$ cat src/rtl/dm_cache_pkg.sv
package dm_cache_pkg;
  localparam int BYTE_W = 8;

  typedef enum logic [1:0] {
    ST_IDLE    = 2'd0,
    ST_RD_REQ  = 2'd1,
    ST_RD_WAIT = 2'd2,
    ST_WR      = 2'd3
  } cache_st_e;
endpackage

$ cat src/rtl/dm_tag_store.sv
module dm_tag_store #(
  parameter int IDX_W = 2,
  parameter int TAG_W = 1
) (
  input  logic             clk,
  input  logic             rst_n,
  input  logic [IDX_W-1:0] lk_idx,
  input  logic [TAG_W-1:0] lk_tag,
  output logic             lk_hit,
  input  logic             fill_en,
  input  logic [IDX_W-1:0] fill_idx,
  input  logic [TAG_W-1:0] fill_tag
);
  localparam int SETS = 1 << IDX_W;

  logic [SETS-1:0]  valid_q;
  logic [TAG_W-1:0] tag_q [SETS];

  for (genvar g = 0; g < SETS; g++) begin : g_set
    always_ff @(posedge clk) begin
      if (!rst_n) begin
        valid_q[g] <= 1'b0;
        tag_q[g]   <= '0;
      end else if (fill_en && (fill_idx == IDX_W'(g))) begin
        valid_q[g] <= 1'b1;
        tag_q[g]   <= fill_tag;
      end
    end
  end

  assign lk_hit = valid_q[lk_idx] && (tag_q[lk_idx] == lk_tag);

  // a filled set is valid with the new tag on the next cycle
  p_fill_sets_line_r4: assert property (@(posedge clk) disable iff (!rst_n)
    fill_en |=> valid_q[$past(fill_idx)] && (tag_q[$past(fill_idx)] == $past(fill_tag)));
endmodule

$ cat src/rtl/dm_data_store.sv
module dm_data_store #(
  parameter int IDX_W = 2,
  parameter int OFF_W = 1
) (
  input  logic                              clk,
  input  logic [IDX_W-1:0]                  rd_idx,
  input  logic [OFF_W-1:0]                  rd_off,
  output logic [dm_cache_pkg::BYTE_W-1:0]   rd_byte,
  input  logic                              fill_en,
  input  logic [IDX_W-1:0]                  fill_idx,
  input  logic [(dm_cache_pkg::BYTE_W<<OFF_W)-1:0] fill_blk,
  input  logic                              wr_en,
  input  logic [IDX_W-1:0]                  wr_idx,
  input  logic [OFF_W-1:0]                  wr_off,
  input  logic [dm_cache_pkg::BYTE_W-1:0]   wr_byte
);
  import dm_cache_pkg::*;
  localparam int SETS  = 1 << IDX_W;
  localparam int BLK_W = BYTE_W << OFF_W;

  logic [BLK_W-1:0] blk_q [SETS];
  logic [BLK_W-1:0] rd_blk;

  for (genvar g = 0; g < SETS; g++) begin : g_line
    always_ff @(posedge clk) begin
      if (fill_en && (fill_idx == IDX_W'(g)))
        blk_q[g] <= fill_blk;
      else if (wr_en && (wr_idx == IDX_W'(g)))
        blk_q[g][BYTE_W*int'(wr_off) +: BYTE_W] <= wr_byte;
    end
  end

  assign rd_blk  = blk_q[rd_idx];
  assign rd_byte = rd_blk[BYTE_W*int'(rd_off) +: BYTE_W];
endmodule

$ cat src/rtl/dm_cache_ctrl.sv
module dm_cache_ctrl #(
  parameter int ADDR_W = 4,
  parameter int OFF_W  = 1,
  parameter int CNT_W  = 16
) (
  input  logic                         clk,
  input  logic                         rst_n,
  input  logic                         cpu_req_valid,
  output logic                         cpu_req_ready,
  input  logic                         cpu_req_write,
  input  logic [ADDR_W-1:0]            cpu_req_addr,
  input  logic [dm_cache_pkg::BYTE_W-1:0] cpu_req_wdata,
  output logic                         cpu_resp_valid,
  output logic [dm_cache_pkg::BYTE_W-1:0] cpu_resp_rdata,
  output logic                         cpu_resp_hit,
  input  logic                         lk_hit,
  input  logic [dm_cache_pkg::BYTE_W-1:0] hit_byte,
  output logic                         fill_en,
  output logic [ADDR_W-1:0]            held_addr,
  output logic                         byte_we,
  output logic                         mem_rd_req_valid,
  input  logic                         mem_rd_req_ready,
  output logic [ADDR_W-OFF_W-1:0]      mem_rd_addr,
  input  logic                         mem_rd_resp_valid,
  input  logic [(dm_cache_pkg::BYTE_W<<OFF_W)-1:0] mem_rd_resp_data,
  output logic                         mem_wr_valid,
  input  logic                         mem_wr_ready,
  output logic [ADDR_W-1:0]            mem_wr_addr,
  output logic [dm_cache_pkg::BYTE_W-1:0] mem_wr_data,
  output logic [CNT_W-1:0]             hit_count,
  output logic [CNT_W-1:0]             miss_count
);
  import dm_cache_pkg::*;

  cache_st_e          st_q;
  logic [ADDR_W-1:0]  addr_q;
  logic [BYTE_W-1:0]  wdata_q;
  logic               whit_q;
  logic [OFF_W-1:0]   off_q;
  logic               accept;

  assign cpu_req_ready    = (st_q == ST_IDLE);
  assign accept           = cpu_req_valid && cpu_req_ready;
  assign byte_we          = accept && cpu_req_write && lk_hit;
  assign fill_en          = (st_q == ST_RD_WAIT) && mem_rd_resp_valid;
  assign off_q            = addr_q[OFF_W-1:0];
  assign held_addr        = addr_q;
  assign mem_rd_req_valid = (st_q == ST_RD_REQ);
  assign mem_rd_addr      = addr_q[ADDR_W-1:OFF_W];
  assign mem_wr_valid     = (st_q == ST_WR);
  assign mem_wr_addr      = addr_q;
  assign mem_wr_data      = wdata_q;

  always_ff @(posedge clk) begin
    if (!rst_n) begin
      st_q           <= ST_IDLE;
      addr_q         <= '0;
      wdata_q        <= '0;
      whit_q         <= 1'b0;
      cpu_resp_valid <= 1'b0;
      cpu_resp_rdata <= '0;
      cpu_resp_hit   <= 1'b0;
      hit_count      <= '0;
      miss_count     <= '0;
    end else begin
      cpu_resp_valid <= 1'b0;
      unique case (st_q)
        ST_IDLE: begin
          if (accept) begin
            addr_q  <= cpu_req_addr;
            wdata_q <= cpu_req_wdata;
            whit_q  <= lk_hit;
            if (lk_hit) hit_count  <= hit_count + 1'b1;
            else        miss_count <= miss_count + 1'b1;
            if (cpu_req_write) begin
              st_q <= ST_WR;
            end else if (lk_hit) begin
              cpu_resp_valid <= 1'b1;
              cpu_resp_rdata <= hit_byte;
              cpu_resp_hit   <= 1'b1;
            end else begin
              st_q <= ST_RD_REQ;
            end
          end
        end
        ST_RD_REQ: begin
          if (mem_rd_req_ready) st_q <= ST_RD_WAIT;
        end
        ST_RD_WAIT: begin
          if (mem_rd_resp_valid) begin
            cpu_resp_valid <= 1'b1;
            cpu_resp_rdata <= mem_rd_resp_data[BYTE_W*int'(off_q) +: BYTE_W];
            cpu_resp_hit   <= 1'b0;
            st_q           <= ST_IDLE;
          end
        end
        ST_WR: begin
          if (mem_wr_ready) begin
            cpu_resp_valid <= 1'b1;
            cpu_resp_rdata <= wdata_q;
            cpu_resp_hit   <= whit_q;
            st_q           <= ST_IDLE;
          end
        end
        default: st_q <= ST_IDLE;
      endcase
    end
  end

  // block-read request held under back-pressure
  p_rd_hold_r11: assert property (@(posedge clk) disable iff (!rst_n)
    mem_rd_req_valid && !mem_rd_req_ready |=> mem_rd_req_valid && $stable(mem_rd_addr));

  // write request held under back-pressure
  p_wr_hold_r11: assert property (@(posedge clk) disable iff (!rst_n)
    mem_wr_valid && !mem_wr_ready |=> mem_wr_valid && $stable(mem_wr_addr) && $stable(mem_wr_data));

  // returned block produces a miss response on the next cycle
  p_fill_resp_r4: assert property (@(posedge clk) disable iff (!rst_n)
    fill_en |=> cpu_resp_valid && !cpu_resp_hit && cpu_req_ready);

  // a memory transaction in progress blocks new requests
  p_stall_r9: assert property (@(posedge clk) disable iff (!rst_n)
    (mem_rd_req_valid || mem_wr_valid) |-> !cpu_req_ready);

  // the two counters together advance by at most one per cycle
  p_count_step_r10: assert property (@(posedge clk) disable iff (!rst_n)
    1'b1 |=> (({1'b0, hit_count} + {1'b0, miss_count})
              - $past({1'b0, hit_count} + {1'b0, miss_count})) <= (CNT_W+1)'(1));
endmodule

$ cat src/rtl/dm_wt_cache.sv
module dm_wt_cache #(
  parameter int ADDR_W = 4,
  parameter int OFF_W  = 1,
  parameter int IDX_W  = 2,
  parameter int CNT_W  = 16
) (
  input  logic                         clk,
  input  logic                         rst_n,
  input  logic                         cpu_req_valid,
  output logic                         cpu_req_ready,
  input  logic                         cpu_req_write,
  input  logic [ADDR_W-1:0]            cpu_req_addr,
  input  logic [7:0]                   cpu_req_wdata,
  output logic                         cpu_resp_valid,
  output logic [7:0]                   cpu_resp_rdata,
  output logic                         cpu_resp_hit,
  output logic                         mem_rd_req_valid,
  input  logic                         mem_rd_req_ready,
  output logic [ADDR_W-OFF_W-1:0]      mem_rd_addr,
  input  logic                         mem_rd_resp_valid,
  input  logic [(8<<OFF_W)-1:0]        mem_rd_resp_data,
  output logic                         mem_wr_valid,
  input  logic                         mem_wr_ready,
  output logic [ADDR_W-1:0]            mem_wr_addr,
  output logic [7:0]                   mem_wr_data,
  output logic [CNT_W-1:0]             hit_count,
  output logic [CNT_W-1:0]             miss_count
);
  localparam int TAG_W   = ADDR_W - IDX_W - OFF_W;
  localparam int IDX_LSB = OFF_W;
  localparam int TAG_LSB = OFF_W + IDX_W;

  logic              lk_hit;
  logic [7:0]        hit_byte;
  logic              fill_en;
  logic              byte_we;
  logic [ADDR_W-1:0] held_addr;

  // field split of the request and held addresses
  logic [OFF_W-1:0] req_off,  held_off;
  logic [IDX_W-1:0] req_idx,  held_idx;
  logic [TAG_W-1:0] req_tag,  held_tag;

  assign req_off  = cpu_req_addr[OFF_W-1:0];
  assign req_idx  = cpu_req_addr[IDX_LSB +: IDX_W];
  assign req_tag  = cpu_req_addr[TAG_LSB +: TAG_W];
  assign held_off = held_addr[OFF_W-1:0];
  assign held_idx = held_addr[IDX_LSB +: IDX_W];
  assign held_tag = held_addr[TAG_LSB +: TAG_W];

  dm_tag_store #(.IDX_W(IDX_W), .TAG_W(TAG_W)) u_tags (
    .clk      (clk),
    .rst_n    (rst_n),
    .lk_idx   (req_idx),
    .lk_tag   (req_tag),
    .lk_hit   (lk_hit),
    .fill_en  (fill_en),
    .fill_idx (held_idx),
    .fill_tag (held_tag)
  );

  dm_data_store #(.IDX_W(IDX_W), .OFF_W(OFF_W)) u_data (
    .clk      (clk),
    .rd_idx   (req_idx),
    .rd_off   (req_off),
    .rd_byte  (hit_byte),
    .fill_en  (fill_en),
    .fill_idx (held_idx),
    .fill_blk (mem_rd_resp_data),
    .wr_en    (byte_we),
    .wr_idx   (req_idx),
    .wr_off   (req_off),
    .wr_byte  (cpu_req_wdata)
  );

  dm_cache_ctrl #(.ADDR_W(ADDR_W), .OFF_W(OFF_W), .CNT_W(CNT_W)) u_ctrl (
    .clk               (clk),
    .rst_n             (rst_n),
    .cpu_req_valid     (cpu_req_valid),
    .cpu_req_ready     (cpu_req_ready),
    .cpu_req_write     (cpu_req_write),
    .cpu_req_addr      (cpu_req_addr),
    .cpu_req_wdata     (cpu_req_wdata),
    .cpu_resp_valid    (cpu_resp_valid),
    .cpu_resp_rdata    (cpu_resp_rdata),
    .cpu_resp_hit      (cpu_resp_hit),
    .lk_hit            (lk_hit),
    .hit_byte          (hit_byte),
    .fill_en           (fill_en),
    .held_addr         (held_addr),
    .byte_we           (byte_we),
    .mem_rd_req_valid  (mem_rd_req_valid),
    .mem_rd_req_ready  (mem_rd_req_ready),
    .mem_rd_addr       (mem_rd_addr),
    .mem_rd_resp_valid (mem_rd_resp_valid),
    .mem_rd_resp_data  (mem_rd_resp_data),
    .mem_wr_valid      (mem_wr_valid),
    .mem_wr_ready      (mem_wr_ready),
    .mem_wr_addr       (mem_wr_addr),
    .mem_wr_data       (mem_wr_data),
    .hit_count         (hit_count),
    .miss_count        (miss_count)
  );

  // the held offset is only meaningful for misses; keep it observed
  logic unused_off;
  assign unused_off = ^held_off;
endmodule

$ cat config.mk
export PLATFORM = sky130hd
export DESIGN_NAME = dm_wt_cache
export DESIGN_NICKNAME = d
export VERILOG_FILES = /design/src/rtl/dm_cache_pkg.sv /design/src/rtl/dm_tag_store.sv /design/src/rtl/dm_data_store.sv /design/src/rtl/dm_cache_ctrl.sv /design/src/rtl/dm_wt_cache.sv
export SDC_FILE = /design/constraint.sdc
export NUM_CORES = 1
export LEC_CHECK = 0
export ABC_CLOCK_PERIOD_IN_PS = 5100
export CAP_MARGIN = 40
export CORE_ASPECT_RATIO = 0.8
export CORE_UTILIZATION = 55
export DETAILED_ROUTE_END_ITERATION = 8
export PLACE_DENSITY_LB_ADDON = 0.1
export SYNTH_ARGS = -nofsm -noshare
export SYNTH_HDL_FRONTEND = slang
export SYNTH_SLANG_ARGS = --single-unit
$ cat constraint.sdc
create_clock -name clk -period 5.1 [get_ports clk]
set_clock_uncertainty 0.2 [all_clocks]
set_input_delay 1.275 -clock clk [delete_from_list [all_inputs] [get_ports clk]]
set_output_delay 1.275 -clock clk [all_outputs]
set_load 0.005 [all_outputs]
==> run_results.csv, run 1 <==
group,metric,value,unit
yosys,yosysUniqueCellTypes,55,
timing,period_share,0.776,
clock_tree,cts_buffers,17,
clock_tree,clk_latency,0.42,ns
floorplan,pin_count,95,
route,wl_per_cell,20.2,µm
layout,layout.nets,710,
timing,maxSlewHeadroom,0.466,
power_and_ir_drop,p_switching,0.644,mW
floorplan,die_w,124,µm
placed_design,place_area,7530,µm²
yosys,ys_warn_count,0,
grt,grt_max_degree,40,
placed_design,dp_hpwl,11500,µm
outcome,outcome,"completed",
placed_design,port_buffers,94,
grt,track_usage,0.289,
clock_tree,htreeDepth,4,
layout,layout_common_cells,"94 x clkdlybuf4s50_1, 67 x edfxtp_1, 65 x mux2_2, 62 x dfxtp_1, 58 x nand2_1",
placed_design,place_congestion,0.861,
grt,grt_pass1_vias,4952,
yosys,synth_flop_cell,"edfxtp_1",
worst_setup_path,r2r_slack,2.24,ns
yosys,ys_ff_latch,129,
layout,fin_cells,834,
yosys,synthesis.area,6510,µm²
worst_hold_path,hold_class,"reg -> reg",
timing,tns,0,ns
timing,fin_crit,3.96,ns
worst_setup_path,required,4.99,ns
timing,timing.final.max_slew_violations,0,
power_and_ir_drop,ir_drop,271,µV
clock_tree,cts.path.max_buffers,2,
route,finalWirelength,16800,µm
floorplan,dieArea,12300,µm²
clock_tree,cts_tree,"yes",
clock_tree,clk_pin_slew,0.06,ns
worst_setup_path,reg2reg_from,"u_tags.tag_q[1]",
layout,final_util,0.712,
route,ant_nets,0,
grt,overflow,0,
timing,rsz0062_at_grt,"false",
route,drt_iter0_drc,453,
power_and_ir_drop,p_clk_frac,0.486,
power_and_ir_drop,p_leak,2.76,nW
placed_design,dp_cells,802,
timing,worst_pin_slew,0.802,ns
route,dr.pass1.iters,5,
worst_setup_path,path_class,"in -> reg",
yosys,ys_seq_area_frac,0.500,
timing,hold_violations,0,
yosys,syn-mean-instance-area,11.0,µm²
power_and_ir_drop,pwr-share-seq,0.406,
run,max-cap-violations,0,
worst_setup_path,worstSetupStartpoint,"cpu_req_addr[3]",
worst_setup_path,end_kind,"register",
timing,max_clock_freq,0.253,GHz
layout,finalInstanceArea,8200,µm²
layout,layout-drive-gt1-share,0.188,
clock_tree,holdBufCountCts,0,
clock_tree,cts-resized-gates,0,
worst_setup_path,path_max_fanout,9,
floorplan,placementRows,35,
layout,area_growth,25.9,%
clock_tree,root_buffer,"clkbuf_16",
yosys,syn-instance-count,592,
layout,antenna_cells,0,
floorplan,die_y,99.3,µm
clock_tree,cts_setup_buffers,0,
floorplan,core_area,11500,µm²
route,dr_total_vias,5085,
route,route.detailed.drc,0,
timing,hold_slack,0.272,ns
grt,antenna_found_initial,0,
yosys,async_flop_share,0,
clock_tree,cts_sinks,129,
worst_setup_path,cp.arrival,3.85,ns
power_and_ir_drop,power_density,344,nW/µm²
route,viasPerCell,6.10,
timing,setup_violations,0,
worst_setup_path,startpoint_type,"input port",
layout,final_common_cell,"clkdlybuf4s50_1",
grt,grt_pass1_wl,26300,µm
power_and_ir_drop,p_sw_frac,0.228,
yosys,synth_edf_count,67,
floorplan,start_util,0.565,
power_and_ir_drop,intPower,2.18,mW
yosys,synth_fp_nets,629,
power_and_ir_drop,p_comb_frac,0.108,
worst_hold_path,hold_start,"u_tags.valid_q[2]",
==> flip-flops by register name, indices dropped and copies added, names as in the netlist <==
signal                 cells
u_data.blk_q              64
u_ctrl.hit_count          16
u_ctrl.miss_count         16
u_ctrl.cpu_resp_rdata      8
u_ctrl.mem_wr_data         8
u_ctrl.held_addr           4
u_tags.tag_q               4
u_tags.valid_q             4
u_ctrl.st_q                2
u_ctrl.cpu_resp_hit        1
u_ctrl.cpu_resp_valid      1
u_ctrl.whit_q              1
==> cell type report <==
| class | count | area, µm² |
|---|---|---|
| Clock buffer | 17 | 425 |
| Clock inverter | 15 | 240 |
| Fill cell | 861 | 3320 |
| Inverter | 12 | 45.0 |
| Multi-Input combinational cell | 410 | 3000 |
| Sequential cell | 129 | 3250 |
| Tap cell | 148 | 185 |
| Timing Repair Buffer | 103 | 1050 |
==> final timing paths <==
kind,endpoint,cells past startpoint
hold reg to reg,u_tags.valid_q[2],2
hold / removal,u_tags.valid_q[2],2
setup / recovery,u_data.blk_q[3][15],6
setup reg to reg,u_data.blk_q[3][15],5
==> Yosys cell counts (3+ instances only) <==
cell | instances | area (µm²)
nor2_1 | 31 | 116
nand4_1 | 6 | 37.5
or3_1 | 16 | 100
a22oi_1 | 8 | 60.1
clkbuf_1 | 21 | 78.8
o21ai_0 | 24 | 120
nand3_1 | 10 | 50.1
buf_6 | 3 | 33.8
and3_1 | 6 | 37.5
nand2_1 | 58 | 218
a21oi_1 | 50 | 250
edfxtp_1 | 67 | 2010
and2_1 | 3 | 18.8
nor3_1 | 4 | 20.0
nor2b_1 | 5 | 31.3
or2_2 | 8 | 50.1
a221oi_1 | 4 | 35.0
xnor2_1 | 6 | 52.6
nand2b_1 | 9 | 56.3
o31ai_1 | 9 | 67.6
mux2i_1 | 26 | 260
or4_1 | 9 | 67.6
buf_4 | 6 | 45.0
dfxtp_1 | 62 | 1240
a211oi_1 | 9 | 67.6
mux4_2 | 8 | 180
mux2_2 | 65 | 732
inv_1 | 11 | 41.3
and4_1 | 4 | 35.0
buf_2 | 9 | 45.0
==> worst max-delay path: stages <==
cell	delay, ns
clkdlybuf4s50_1	0.54
xor2_1	0.24
o221ai_2	0.43
and3_1	0.41
and4_1	0.58
or2_2	0.37
==> stage by stage <==
stage | worst slack (ns) | power [mW]
6_report | 1.14 | 2.82
5_1_grt | 1.05 | 2.90
4_1_cts | 1.16 | 2.83
3_5_place_dp | 0.784 | 1.47
3_3_place_gp | 0.782 | 1.45
2_1_floorplan | 1.65 | 1.33
==> layer usage <==
| metal | vias to the layer above | GRT usage | wire length, µm |
|---|---|---|---|
| met5 | - | 0 | 0 |
| met4 | 0 | 0.128 | 375 |
| met3 | 31 | 0.0419 | 1000 |
| met2 | 195 | 0.475 | 8110 |
| met1 | 2477 | 0.379 | 7330 |
| li1 | 2382 | - | - |
==> power groups by stage <==
stage               Combinational (mW)  Sequential (mW)  Clock [mW]
floorplan                        0.173             1.16           0
global placement                 0.274             1.18           0
detailed placement               0.301             1.17           0
CTS                              0.303             1.15        1.38
global route                     0.328             1.15        1.43
finish                           0.305             1.15        1.37
==> kinds of logic (layout without fill, tap and decap cells) <==
kind of cell               Yosys count  in the layout  share of synthesized area
adders and majority gates            2              2                    0.00384
xor gates and xnor gates             8              8                     0.0108
DFF                                129            129                      0.500
buffers and inverters               53            147                     0.0392
muxes                               99             99                      0.180
and+or+nand+nor                    181            181                      0.151
AOI/OAI and AO/OA                  120            120                      0.116
Note: power is estimated with default switching activity, not from simulation.
==> run 2: changes to the inputs <==
ABC_CLOCK_PERIOD_IN_PS = 3900   (was 5100)
clock period = 3.9 ns   (was 5.1 ns; I/O delays follow)
==> run 2 against run 1 <==
Net effect: global-route usage about the same; die area unchanged; via count rose by 1.4%; clock power increased by 21%; sequential cell count did not move; sequential share of layout area decreased by 0.073 points; sequential power up 30%.
==> run_results.csv, run 2 (synthesis results as in run 1) <==
group,metric,value,unit
layout,area_growth,26.2,%
clock_tree,cts_tree,"yes",
grt,grt_pass1_wl,26200,µm
worst_setup_path,end_kind,"register",
layout,layout.nets,723,
power_and_ir_drop,intPower,2.72,mW
worst_setup_path,r2r_slack,1.24,ns
power_and_ir_drop,p_switching,0.841,mW
power_and_ir_drop,p_comb_frac,0.111,
floorplan,pin_count,95,
power_and_ir_drop,ir_drop,377,µV
floorplan,die_y,99.3,µm
floorplan,die_w,124,µm
floorplan,dieArea,12300,µm²
timing,max_clock_freq,0.295,GHz
clock_tree,clk_pin_slew,0.06,ns
clock_tree,cts.path.max_buffers,2,
placed_design,preCtsSetupSlack,0.124,ns
power_and_ir_drop,pwr-share-seq,0.422,
layout,max_flop_register,"u_data.blk_q",
timing,hold_slack,0.271,ns
worst_setup_path,path_max_fanout,7,
clock_tree,holdBufCountCts,0,
layout,largest_reg_flops,64,
timing,fin_crit,3.39,ns
worst_hold_path,min_to,"u_ctrl.mem_wr_data[1]",
timing,layout_setup_ws,0.505,ns
layout,antenna_cells,0,
route,ant_nets,0,
timing,tns,0,ns
grt,grt_max_degree,30,
worst_setup_path,r2r_end,"u_data.blk_q[3][12]",
route,drt_iter0_drc,439,
clock_tree,cts_sinks,129,
route,route.detailed.drc,0,
clock_tree,htreeDepth,4,
outcome,outcome,"completed",
timing,hold_violations,0,
placed_design,port_buffers,94,
clock_tree,root_buffer,"clkbuf_16",
clock_tree,cts-resized-gates,0,
clock_tree,clk_latency,0.41,ns
floorplan,placementRows,35,
power_and_ir_drop,power_density,433,nW/µm²
placed_design,place_area,7590,µm²
layout,layout-drive-gt1-share,0.203,
route,finalWirelength,16700,µm
worst_setup_path,required,3.86,ns
floorplan,start_util,0.565,
timing,setup_violations,0,
worst_setup_path,r2r.worst_path.cells,5,
worst_hold_path,whs_path_depth,2,
run,max-cap-violations,0,
route,dr_total_vias,5156,
timing,rsz0062_at_grt,"false",
timing,maxSlewHeadroom,0.574,
grt,grt_pass1_vias,4904,
power_and_ir_drop,p_clk_frac,0.467,
worst_hold_path,hold_class,"reg -> reg",
placed_design,dp_hpwl,11700,µm
placed_design,place_congestion,0.822,
power_and_ir_drop,p_leak,2.79,nW
clock_tree,cts_buffers,17,
layout,fin_cells,847,
worst_hold_path,hold_start,"u_ctrl.mem_wr_data[1]",
route,viasPerCell,6.09,
timing,timing.final.max_slew_violations,0,
route,wl_per_cell,19.7,µm
timing,worst_pin_slew,0.638,ns
worst_setup_path,reg2reg_from,"u_ctrl.st_q[1]",
layout,layout_common_cells,"94 x clkdlybuf4s50_1, 67 x edfxtp_1, 65 x mux2_2, 62 x dfxtp_1, 58 x nand2_1",
clock_tree,cts_setup_buffers,0,
worst_setup_path,startpoint_type,"input port",
grt,overflow,0,
worst_setup_path,cp.arrival,3.35,ns
layout,finalInstanceArea,8220,µm²
layout,final_util,0.713,
timing,period_share,0.870,
power_and_ir_drop,total_power,3.56,mW
floorplan,core_area,11500,µm²
layout,final_common_cell,"clkdlybuf4s50_1",
grt,track_usage,0.289,
route,dr.pass1.iters,7,
power_and_ir_drop,p_sw_frac,0.236,
grt,antenna_found_initial,0,
worst_setup_path,path_class,"in -> reg",
layout,reg_top3,"u_data.blk_q (64), u_ctrl.hit_count (16), u_ctrl.miss_count (16)",
placed_design,dp_cells,815,
run 2: changes by cell type in the layout (fill, tap and decap cells not counted), sizes merged:
| cell | previous run | this run |
|---|---|---|
| buf | 9 | 22 |
| bufinv | 6 | 3 |
| clkbuf | 17 | 20 |
| clkinv | 8 | 7 |
| inv | 12 | 13 |
run 2: cell type report:
cell class | instances | area (µm²)
Multi-Input combinational cell | 410 | 3000
Sequential cell | 129 | 3250
Timing Repair Buffer | 116 | 1110
Clock inverter | 12 | 155
Fill cell | 827 | 3300
Clock buffer | 20 | 468
Inverter | 12 | 45.0
Tap cell | 148 | 185
run 2: worst max path at each step:
stage,endpoint,start,depth (start not counted)
global placement,u_data.blk_q[3][9],cpu_req_addr[3],6
detailed placement,u_data.blk_q[3][11],cpu_req_addr[3],6
global route,u_data.blk_q[2][0],cpu_req_addr[3],7
CTS,u_data.blk_q[3][14],cpu_req_addr[3],6
floorplan,u_data.blk_q[0][10],cpu_req_addr[3],8
finish,u_data.blk_q[2][0],cpu_req_addr[3],7
run 2: layer usage:
metal / up-vias / share of wire / track usage
met2: 197 / 0.48 / 0.460
met4: 0 / 0.017 / 0.103
met1: 2530 / 0.43 / 0.385
met5: - / 0 / 0
met3: 22 / 0.065 / 0.0671
li1: 2407 / - / -
run 2: worst max-delay path, cell delays in order:
cell and delay (ns):
clkdlybuf4s50_1 0.55, xnor2_1 0.29, a221o_2 0.23, and3_1 0.34, and3_1 0.41, buf_4 0.21
mux2_2 0.34
run 2: power by group through the flow:
stage	Sequential [mW]	Combinational (mW)	Clock, mW
6_report	1.50	0.396	1.66
5_1_grt	1.51	0.428	1.74
4_1_cts	1.50	0.393	1.68
3_5_place_dp	1.53	0.390	0
3_3_place_gp	1.53	0.383	0
2_1_floorplan	1.51	0.226	0
==> run 3: changes to the inputs <==
SYNTH_HIERARCHICAL = 1   (was unset)
==> run 3 against run 2 <==
Net effect: non-clock buffer count grew 15; sequential share of layout area shrank 1.1 points; maximum frequency shrank 6.9%; die area shrank 0.25%; critical path type unchanged.
==> run_results.csv, run 3 <==
group,metric,value,unit
outcome,outcome,"completed",
route,drt_iter0_drc,359,
clock_tree,root_buffer,"clkbuf_16",
worst_setup_path,path_max_fanout,8,
floorplan,pin_count,95,
grt,overflow,0,
worst_setup_path,path_cells,"clkdlybuf4s50_1 > mux2i_1 > xnor2_1 > o32ai_1 > and4bb_2 > and2_1 > buf_4 > nand4b_1 > nor2b_1 > buf_4 > mux2_2",
timing,worst_pin_slew,0.724,ns
timing,hold_violations,0,
route,viasPerCell,5.98,
grt,track_usage,0.284,
yosys,syn-instance-count,551,
worst_setup_path,r2r.worst_path.cells,7,
grt,grt_pass1_vias,4659,
yosys,synth_flop_cell,"edfxtp_1",
route,ant_nets,0,
floorplan,die_y,99.2,µm
clock_tree,htreeDepth,4,
placed_design,dp_cells,793,
layout,final_util,0.733,
layout,layout_common_cells,"94 x clkdlybuf4s50_1, 72 x mux2_2, 67 x edfxtp_1, 63 x nand2_1, 62 x dfxtp_1",
route,route.detailed.drc,0,
power_and_ir_drop,ir_drop,273,µV
yosys,ys_warn_count,6,
worst_hold_path,hold_start,"u_ctrl/mem_wr_data[3]",
clock_tree,cts.path.max_buffers,2,
layout,layout-drive-gt1-share,0.223,
worst_setup_path,r2r_slack,0.98,ns
timing,rsz0062_at_grt,"false",
worst_hold_path,hold_class,"reg -> reg",
layout,max_flop_register,"u_data/blk_q",
placed_design,dp_hpwl,11200,µm
worst_setup_path,cpMostUsedCell,"buf_4",
yosys,yosysMostFrequentCell,"mux2_2",
floorplan,core_area,11500,µm²
route,dr.pass1.iters,4,
worst_setup_path,crit_slowest_cell,"clkdlybuf4s50_1",
yosys,synth_edf_count,67,
layout,area_growth,29.9,%
clock_tree,cts_sinks,129,
worst_setup_path,slowest_delay,0.52,ns
grt,grt_max_degree,49,
yosys,ys_seq_area_frac,0.501,
clock_tree,cts_buffers,17,
timing,fin_crit,3.65,ns
clock_tree,cts-resized-gates,0,
route,wl_per_cell,20.2,µm
route,finalWirelength,16600,µm
yosys,synthesis.area,6490,µm²
layout,reg_top3,"u_data/blk_q (64), u_ctrl/hit_count (16), u_ctrl/miss_count (16)",
layout,largest_reg_flops,64,
yosys,async_flop_share,0,
timing,period_share,0.935,
worst_hold_path,whs_path_depth,2,
clock_tree,holdBufCountCts,0,
timing,max_clock_freq,0.274,GHz
clock_tree,clk_latency,0.41,ns
timing,maxSlewHeadroom,0.516,
power_and_ir_drop,p_leak,3.00,nW
run,max-cap-violations,0,
worst_setup_path,end_kind,"register",
yosys,yosysTopAreaCellShare,0.310,
yosys,synth.top_cells.by_area,"edfxtp_1 31%, dfxtp_1 19%, mux2_2 12%",
floorplan,placementRows,35,
layout,antenna_cells,0,
power_and_ir_drop,power_density,426,nW/µm²
grt,grt_pass1_wl,25600,µm
placed_design,port_buffers,94,
yosys,yosysUniqueCellTypes,55,
yosys,yosysTopAreaCell,"edfxtp_1",
yosys,syn-mean-instance-area,11.8,µm²
worst_hold_path,min_to,"u_ctrl/mem_wr_data[3]",
worst_setup_path,reg2reg_from,"u_ctrl/st_q[0]",
worst_setup_path,startpoint_type,"input port",
timing,setup_violations,0,
floorplan,start_util,0.564,
yosys,synth_fp_nets,588,
worst_setup_path,path_class,"in -> reg",
layout,layout.nets,701,
worst_setup_path,cp.arrival,3.60,ns
grt,antenna_found_initial,0,
timing,timing.final.max_slew_violations,0,
clock_tree,cts_tree,"yes",
route,dr_total_vias,4936,
clock_tree,clk_pin_slew,0.06,ns
layout,fin_cells,825,
layout,final_common_cell,"clkdlybuf4s50_1",
placed_design,place_congestion,0.834,
yosys,synth_common_cells,"72 x mux2_2, 67 x edfxtp_1, 63 x nand2_1",
worst_setup_path,r2r_end,"u_data/blk_q[1][12]",
floorplan,dieArea,12300,µm²
clock_tree,cts_setup_buffers,0,
floorplan,die_w,123,µm
yosys,ys_ff_latch,129,
worst_setup_path,required,3.86,ns
[run 3: cell types whose count changed after synthesis, sizes merged, moves of 8 or more]
cell and change:
mux2 +8, a21oi -20, a211oi -9, a22oi -8, a31oi +9, mux4 +8, o211ai +8, mux2i -13
[run 3: where the power goes]
part | switching, mW | internal, mW | leakage [nW]
logic | 0.183 | 0.189 | 1.58
registers | 0.0320 | 1.47 | 1.11
clock network | 0.591 | 1.13 | 0.307
total | 0.806 | 2.79 | 3.00
[run 3: metrics by stage]
step | setup slack [ns] | TNS [ns] | total power, mW | cell area [µm²] | hold WS [ns]
after floorplan | 0.260 | 0 | 1.72 | 6490 | 0.232
after global placement | -0.0112 | -0.129 | 1.88 | 7800 | 0.254
after detailed placement | -0.117 | -6.27 | 1.89 | 7800 | 0.262
after CTS | 0.294 | 0 | 3.61 | 8440 | 0.270
after global routing | 0.166 | 0 | 3.70 | 8440 | 0.277
final | 0.252 | 0 | 3.59 | 8440 | 0.268
[run 3: layout make-up]
type                       instances  area [µm²]
fill                             792        3080
clock inverter                    14         214
multi-input combinational        375        2990
tap                              148         185
inverter                          10        37.5
clock buffer                      18         429
sequential                       129        3250
timing repair buffer             131        1330
[run 3: cells by family (layout without fill, tap and decap cells)]
logic type               Yosys count  in the layout  share of synthesized area
flip-flops                       129            129                      0.501
multiplexers                     102            102                      0.211
XOR/XNOR                          19             19                     0.0256
buffers and inverters             47            173                     0.0389
adder cells (fa/ha/maj)            2              2                    0.00385
AO/OA/AOI/OAI                     79             79                     0.0709
AND/OR/NAND/NOR                  173            173                      0.149
[run 3: metal layers]
layer,track usage,vias up,share of wire
met5,0,-,0
met1,0.400,2460,0.46
met3,0.0700,20,0.060
met4,0.0769,0,0.011
met2,0.437,151,0.47
li1,-,2305,-
[run 3: worst max-delay path, delay by kind of cell]
family                 cells  cell delay (ns)
AO/OA/AOI/OAI              1             0.38
AND/OR/NAND/NOR            4             0.69
multiplexers               2             0.59
buffers and inverters      3             0.87
XOR/XNOR                   1             0.09
[run 3: worst max-delay path by stage]
| stage | from | end | depth (start not counted) | slack, ns |
|---|---|---|---|---|
| final | cpu_req_addr[2] | u_data/blk_q[3][7] | 11 | 0.25 |
| after global routing | cpu_req_addr[2] | u_data/blk_q[3][7] | 11 | 0.17 |
| after CTS | cpu_req_addr[2] | u_data/blk_q[3][7] | 11 | 0.29 |
| after detailed placement | cpu_req_addr[2] | u_data/blk_q[3][2] | 11 | -0.12 |
| after global placement | cpu_req_addr[2] | u_data/blk_q[3][8] | 11 | -0.01 |
| after floorplan | cpu_req_addr[2] | u_data/blk_q[1][10] | 8 | 0.26 |
